===== config.mk =====
export PLATFORM = sky130hd
export DESIGN_NAME = lsd_gate_guard
export DESIGN_NICKNAME = d
export VERILOG_FILES = /design/src/rtl/lsd_gate_pkg.sv /design/src/rtl/lsd_gate_mix.sv /design/src/rtl/lsd_chan_guard.sv /design/src/rtl/lsd_ov_guard.sv /design/src/rtl/lsd_gate_guard.sv
export SDC_FILE = /design/constraint.sdc
export NUM_CORES = 1
export LEC_CHECK = 0
export BUFFER_PORTS_ARGS = -buffer_cell sky130_fd_sc_hd__buf_2
export CORE_ASPECT_RATIO = 0.9
export CORE_MARGIN = 4
export CORE_UTILIZATION = 45
export DETAILED_ROUTE_END_ITERATION = 8
export HOLD_SLACK_MARGIN = 0.05
export PLACE_DENSITY_LB_ADDON = 0.3
export SLEW_MARGIN = 20
export SYNTH_ARGS = -nofsm -noshare
export SYNTH_HDL_FRONTEND = slang
export SYNTH_SLANG_ARGS = --single-unit

===== constraint.sdc =====
create_clock -name clk -period 4 [get_ports clk]
set_clock_uncertainty 0.15 [all_clocks]
set_input_delay 1 -clock clk [delete_from_list [all_inputs] [get_ports clk]]
set_output_delay 1 -clock clk [all_outputs]
set_load 0.05 [all_outputs]

===== src/rtl/lsd_gate_pkg.sv =====
package lsd_gate_pkg;
  localparam int unsigned CH_DEFAULT = 16;
  localparam int unsigned SHORT_DLY_DEFAULT = 90000; // 450 us at 200 MHz
  localparam int unsigned OV_DLY_DEFAULT = 10000;     // 50 us at 200 MHz

  function automatic logic mix_demand(input logic on, input logic en,
                                      input logic ao, input logic pwm);
    if (!en) return on;
    return ao ? (on | pwm) : (on & pwm);
  endfunction
endpackage


===== src/rtl/lsd_gate_mix.sv =====
module lsd_gate_mix
  import lsd_gate_pkg::*;
#(
  parameter int unsigned N_CH = CH_DEFAULT
) (
  input  logic [N_CH-1:0] on_bits,
  input  logic [N_CH-1:0] pwm_en,
  input  logic [N_CH-1:0] and_or,
  input  logic            pwm_in,
  output logic [N_CH-1:0] demand
);
  for (genvar i = 0; i < N_CH; i++) begin : g_mix
    always_comb demand[i] = mix_demand(on_bits[i], pwm_en[i], and_or[i], pwm_in);
  end
endmodule


===== src/rtl/lsd_chan_guard.sv =====
module lsd_chan_guard
  import lsd_gate_pkg::*;
#(
  parameter int unsigned SHORT_DLY = SHORT_DLY_DEFAULT
) (
  input  logic clk,
  input  logic rst,
  input  logic on_bit,
  input  logic gate_now,
  input  logic sfpd,
  input  logic therm_retry,
  input  logic ot_flag,
  input  logic vds_hi,
  output logic kill
);
  localparam int unsigned CW = (SHORT_DLY < 2) ? 1 : $clog2(SHORT_DLY);
  localparam logic [CW-1:0] LAST = CW'(SHORT_DLY - 1);

  logic [CW-1:0] cnt;
  logic          th_latch;
  logic          sh_latch;
  logic          armed;
  logic          hit;

  always_comb begin
    armed = gate_now & ~sfpd & vds_hi;
    hit   = armed & (cnt == LAST);
    kill  = ot_flag | th_latch | sh_latch;
  end

  always_ff @(posedge clk) begin
    if (rst) begin
      cnt      <= '0;
      th_latch <= 1'b0;
      sh_latch <= 1'b0;
    end else begin
      if (!armed)            cnt <= '0;
      else if (cnt != LAST)  cnt <= cnt + 1'b1;

      if (!on_bit)                          th_latch <= 1'b0;
      else if (ot_flag && !therm_retry)     th_latch <= 1'b1;

      if (!on_bit)   sh_latch <= 1'b0;
      else if (hit)  sh_latch <= 1'b1;
    end
  end
endmodule


===== src/rtl/lsd_ov_guard.sv =====
module lsd_ov_guard
  import lsd_gate_pkg::*;
#(
  parameter int unsigned N_CH   = CH_DEFAULT,
  parameter int unsigned OV_DLY = OV_DLY_DEFAULT
) (
  input  logic            clk,
  input  logic            rst,
  input  logic            ov_flag,
  input  logic            ov_resume,
  input  logic [N_CH-1:0] on_bits,
  output logic            shut,
  output logic            clear_req,
  output logic [N_CH-1:0] hold
);
  localparam int unsigned CW = (OV_DLY < 2) ? 1 : $clog2(OV_DLY);
  localparam logic [CW-1:0] LAST = CW'(OV_DLY - 1);

  logic [CW-1:0] cnt;
  logic          recover;

  always_comb recover = shut & ~ov_flag;

  always_ff @(posedge clk) begin
    if (rst) begin
      cnt       <= '0;
      shut      <= 1'b0;
      clear_req <= 1'b0;
    end else begin
      if (!ov_flag)         cnt <= '0;
      else if (cnt != LAST) cnt <= cnt + 1'b1;

      if (!ov_flag)                  shut <= 1'b0;
      else if (cnt == LAST)          shut <= 1'b1;

      clear_req <= recover & ~ov_resume;
    end
  end

  for (genvar i = 0; i < N_CH; i++) begin : g_hold
    always_ff @(posedge clk) begin
      if (rst || !on_bits[i])            hold[i] <= 1'b0;
      else if (recover && !ov_resume)    hold[i] <= 1'b1;
    end
  end
endmodule


===== src/rtl/lsd_gate_guard.sv =====
module lsd_gate_guard
  import lsd_gate_pkg::*;
#(
  parameter int unsigned N_CH      = CH_DEFAULT,
  parameter int unsigned SHORT_DLY = SHORT_DLY_DEFAULT,
  parameter int unsigned OV_DLY    = OV_DLY_DEFAULT
) (
  input  logic            clk,
  input  logic            rst,
  input  logic [N_CH-1:0] on_bits,
  input  logic [N_CH-1:0] pwm_en,
  input  logic [N_CH-1:0] and_or,
  input  logic [N_CH-1:0] sfpd,
  input  logic            pwm_in,
  input  logic            therm_retry,
  input  logic            ov_resume,
  input  logic [N_CH-1:0] ot_flag,
  input  logic [N_CH-1:0] vds_hi,
  input  logic            ov_flag,
  output logic [N_CH-1:0] gate,
  output logic            ov_shutdown,
  output logic            ov_clear_req
);
  logic [N_CH-1:0] demand;
  logic [N_CH-1:0] kill;
  logic [N_CH-1:0] hold;

  lsd_gate_mix #(.N_CH(N_CH)) u_mix (
    .on_bits(on_bits), .pwm_en(pwm_en), .and_or(and_or),
    .pwm_in(pwm_in), .demand(demand)
  );

  for (genvar i = 0; i < N_CH; i++) begin : g_chan
    lsd_chan_guard #(.SHORT_DLY(SHORT_DLY)) u_chan (
      .clk(clk), .rst(rst), .on_bit(on_bits[i]), .gate_now(gate[i]),
      .sfpd(sfpd[i]), .therm_retry(therm_retry), .ot_flag(ot_flag[i]),
      .vds_hi(vds_hi[i]), .kill(kill[i])
    );
  end

  lsd_ov_guard #(.N_CH(N_CH), .OV_DLY(OV_DLY)) u_ov (
    .clk(clk), .rst(rst), .ov_flag(ov_flag), .ov_resume(ov_resume),
    .on_bits(on_bits), .shut(ov_shutdown), .clear_req(ov_clear_req),
    .hold(hold)
  );

  always_ff @(posedge clk) begin
    if (rst) gate <= '0;
    else     gate <= demand & ~kill & ~hold & {N_CH{~ov_shutdown}};
  end
endmodule


# Word level (Yosys, flattened, before mapping)
# Index checks and enable logic that the tools add are counted.
totals:
  output_inout_bits: 18
  ff_bits: 352
  input_bits: 102
  elab_cells: 405
op_classes:
  n_eq_ne: 34
  bitwise: 170
  reduce_logical: 84
  muxes: 32
  n_addsub: 17
op_table:
  columns: ["op", "count"]
  rows:
  - ["$add 17x1->17 const B", 16]
  - ["$eq 17x17->1 const B", 16]
  - ["$ne 17x17->1 const B", 16]
  - ["$and 1x1->1", 66]
  - ["$reduce_or 2->1", 33]
  - ["$not 1->1", 51]
  - ["$and 16x16->16", 3]
  - ["$or 1x1->1", 48]
  - ["$mux 1", 32]
  - ["$not 16->16", 2]
  - ["$logic_not 1->1", 18]
  - ["$logic_and 1x1->1", 17]
  - ["$logic_or 1x1->1", 16]
  - ["$add 14x1->14 const B", 1]
  - ["$eq 14x14->1 const B", 1]
  - ["$ne 14x14->1 const B", 1]

# Logic depth before layout (Yosys ltp)
depth:
  ltp_word: 6
  mapped_depth: 7
  mapped_depth_nobuf: 5

# Hierarchy
# Synthesis repeated with hierarchy kept, for this count alone.
hier_totals:
  cells_unflattened: 2008
  hier_area_um2: 17825.8
by_module_without_submodules:
  columns: ["mod", "seq_area_each_um2", "instances", "cells_each", "area_per_inst_um2"]
  rows:
  - ["lsd_chan_guard", 380.4, 16, 112, 970.9]
  - ["lsd_ov_guard", 640.6, 1, 131, 1232.4]
  - ["lsd_gate_guard", 320.3, 1, 35, 648.1]
  - ["lsd_gate_mix", 0.0, 1, 50, 410.4]

# Worst setup path after synthesis
# Ideal clock, no wire load.
synth_path:
  path_type: "input to register"
  from: "input rst"
  to: "register g_chan[15].u_chan.cnt[11]"
  arrival_time_ns: 2.176
  path_slack_ns: 1.615
  t_required_ns: 3.791
  stages: 5
  setup_ns: 0.059
  n_path_buf: 2
  cell_sequence: "clkbuf_1 > clkbuf_1 > nand4b_2 > or4_1 > nand2_1"
synth_between:
  elab_chain_cells: 1
synth_rtl:
  columns: ["item", "line_no", "text"]
  rows:
  - ["from (decl)", "lsd_gate_guard.sv:9", "input logic rst,"]
  - ["$reduce_or 2->1 (no line)", null, null]
  - ["to (signal assigned)", "lsd_chan_guard.sv:38", "else if (cnt != LAST) cnt <= cnt + 1'b1;"]
  - ["to (decl)", "lsd_chan_guard.sv:19", "logic [CW-1:0] cnt;"]
# No other way between the ends.
# A chain may end at the register's enable or synchronous reset.

# Final worst setup path
layout_path:
  from: "input rst"
  to: "register g_chan[5].u_chan.cnt[15]"
layout_between:
  elab_chain_cells: 1
layout_rtl:
  columns: ["item", "line_no"]
  rows:
  - ["$reduce_or 2->1 (no line)", null]
  - ["to (signal assigned)", "lsd_chan_guard.sv:38"]
  - ["to (decl)", "lsd_chan_guard.sv:19"]
# No other way between the ends.

==> impl_metrics.yaml <==
run_status:
  outcome: "complete, no violations"
synthesis:
  synth_xor_area_frac: 0.0807
  synthSimpleGateAreaFrac: 0.323
  syn-instance-count: 1864
  synthesis.area_um2: 16100
  synth.area.mux_share: 0.00872
  synth-compound-area-share: 0.106
  synthTopCellsByArea: "dfxtp_1 (44%), nor2_1 (5.7%), xor2_1 (4.4%)"
  synth_ff_type: "dfxtp_1"
  synth_adder_area_share: 0.0132
  synth_top_area_cell: "dfxtp_1"
  synth_warnings: 0
  synthArstFlopShare: 0
  yosysTopAreaCellShare: 0.439
  ys_seq_area_frac: 0.439
  avgSynthCellArea_um2: 8.62
  synth_nets: 1983
  synth-edff-count: 0
  synth_top_family_by_area: "simple AND/OR/NAND/NOR gates"
  ys_ff_latch: 352
  synth.distinct_cells: 60
critical_path:
  path_cells: "buf_2, nand4bb_1, or4_1, o21ai_0"
  crit_fanout: 37
  path_buf_inv: 1
  slowest_stage: "nand4bb_1"
  arrival_ns: 2.81
  cp-start-kind: "input pin"
  path_depth: 4
  r2r_cells: 5
  max_stage_delay_ns: 0.67
  r2r_slack_ns: 1.85
  endpoint_kind: "flop"
  cpLargestDelayFamily: "simple AND/OR/NAND/NOR gates"
  critPathRequiredTime_ns: 4.31
  crit_type: "in -> reg"
die:
  rows: 65
  start_util: 0.457
  chipWidth_um: 207
  die_area_um2: 38800
  dieHeight_um: 187
  ios: 120
  coreArea_um2: 35100
route:
  avgRoutedWirePerCell_um: 14.1
  met3WireLength_um: 1490
  ant_nets: 0
  finalWirelength_um: 34600
  drt_iter0_markers: 922
  firstDrtPassIters: 5
  wl_met2_um: 15600
  vias_per_cell: 5.54
  num_vias: 13600
  top_layer: "met4"
  drt-met1-wl_um: 16700
  post-route-drc-count: 0
place:
  port_buffers: 119
  dp_hpwl_um: 23800
  post-place-ws_ns: 1.01
  gp_congestion: 0.791
run:
  maxCapViolCount: 0
cells_and_area:
  fin_nets: 2080
  synthToLayoutAreaGrowth_pct: 13.7
  diodes: 0
  drive_gt1_frac: 0.108
  fillers: 3278
timing:
  fin_tns_setup_ns: 0
  finalSetupViolCount: 0
  setup_ws_ns: 1.50
  hold_violations: 0
  tightest_slew_ns: 0.936
  period_share: 0.625
  maxSlewViolCount: 0
  rsz0062_at_grt: "no"
  hold_ws_ns: 0.298
  period_minus_slack_ns: 2.50
  relSlewSlack: 0.375
  fmax_ghz: 0.400
clock_tree:
  path_clk_slew_ns: 0.06
  cts-hold-fix-buffers: 0
  htreeDepth: 2
  clk_latency_ns: 0.53
  clock-sinks: 352
  numCtsBuffers: 38
  cts_resized: 0
  cts_buffer_depth: 3
  cts_tree: "yes"
  cts_setup_buffers: 0
  clock-root-buffer: "clkbuf_16"
grt:
  grt_pass1_vias: 12700
  grtUsageTotal: 0.171
  grt_pass1_wl_um: 59100
  grt_max_degree: 38
  grt.overflow.total: 0
  antenna_found_initial: 0
power:
  powerDensity_nw_per_um2: 399
  ir_drop_mv: 0.324
  power_mw: 7.29
  p_leak_nw: 6.12
min_path:
  hold_path_class: "reg -> reg"
  hold_depth: 2
per-layer routing:
metal | track usage | vias up
met1 | 0.232 | 6344
met4 | 0.0519 | 0
met5 | 0 | -
met2 | 0.281 | 247
li1 | - | 6966
met3 | 0.0304 | 49
registers in the layout, indices dropped and copies added, names as in the netlist:
| register | flops |
|---|---|
| g_chan.u_chan.cnt | 272 |
| g_chan.u_chan.sh_latch | 16 |
| g_chan.u_chan.th_latch | 16 |
| gate | 16 |
| u_ov.hold | 16 |
| u_ov.cnt | 14 |
| u_ov.clear_req | 1 |
| u_ov.shut | 1 |
Yosys cell counts, drive strengths merged, types with 16 or more instances:
cell type,instances
ha,17
nor3,60
xnor2,68
or4,40
nand2b,51
buf,19
inv,38
and3,31
dfxtp,352
nand2,120
a21oi,83
or3,47
nand3,108
a22oi,16
nor2,244
and4,43
a21o,16
xor2,80
a31oi,29
nor4,27
o21ai,81
nand4,79
clkbuf,52
metrics by stage:
stage	instances	utilization	instance area, um^2
floorplan	1864	-	16100
CTS	2457	0.520	18300
finish	2457	0.520	18300
global route	2457	0.520	18300
global placement	2390	0.484	17000
detailed placement	2390	0.484	17000
tightest hold or removal path: stages, from the launching register on:
cell and delay [ns]:
dfxtp_1 0.31, inv_1 0.05, a21oi_1 0.05
area by class of cell:
type | count | area [um^2] | area share
clock inverters | 11 | 115 | 0.00630
clock buffers | 56 | 1160 | 0.0635
well taps | 469 | 587 | 0.0321
multi-input cells | 1403 | 8560 | 0.468
repair buffers | 128 | 663 | 0.0363
inverters | 38 | 143 | 0.00781
flip-flops and latches | 352 | 7050 | 0.386
cell families after synthesis:
logic type      after synthesis
simple gates                940
flops                       352
compound gates              284
xor+xnor                    148
buf+inv                     109
fa+ha+maj                    17
mux                          14
report_power, final:
group          leakage (nW)  internal, mW  switching, mW  total, mW
Combinational          2.65        0.0906          0.132      0.223
Clock                 0.633          2.14           1.39       3.53
Sequential             2.84          3.52         0.0133       3.54
worst paths after layout:
| path | start | endpoint |
|---|---|---|
| setup / recovery | rst | g_chan[5].u_chan.cnt[15] |
| hold / removal | g_chan[5].u_chan.sh_latch | g_chan[5].u_chan.sh_latch |
| setup reg to reg | g_chan[8].u_chan.cnt[0] | g_chan[8].u_chan.cnt[16] |
| hold reg to reg | g_chan[5].u_chan.sh_latch | g_chan[5].u_chan.sh_latch |
layout by cell type, fill, tap and decap left out, types with 17 or more instances in the layout:
cell,n
nor3_1,60
nor2_1,243
nand4_1,78
nand2_1,120
a21oi_1,83
and3_1,31
xnor2_1,68
dfxtp_1,352
a31oi_1,29
clkbuf_16,39
or3_1,47
buf_2,119
and4_1,43
nand2b_1,51
xor2_1,80
inv_1,38
or4_1,40
nor4_1,23
ha_1,17
nand3_1,108
o21ai_0,81
Note: power is estimated with default switching activity, not from simulation.
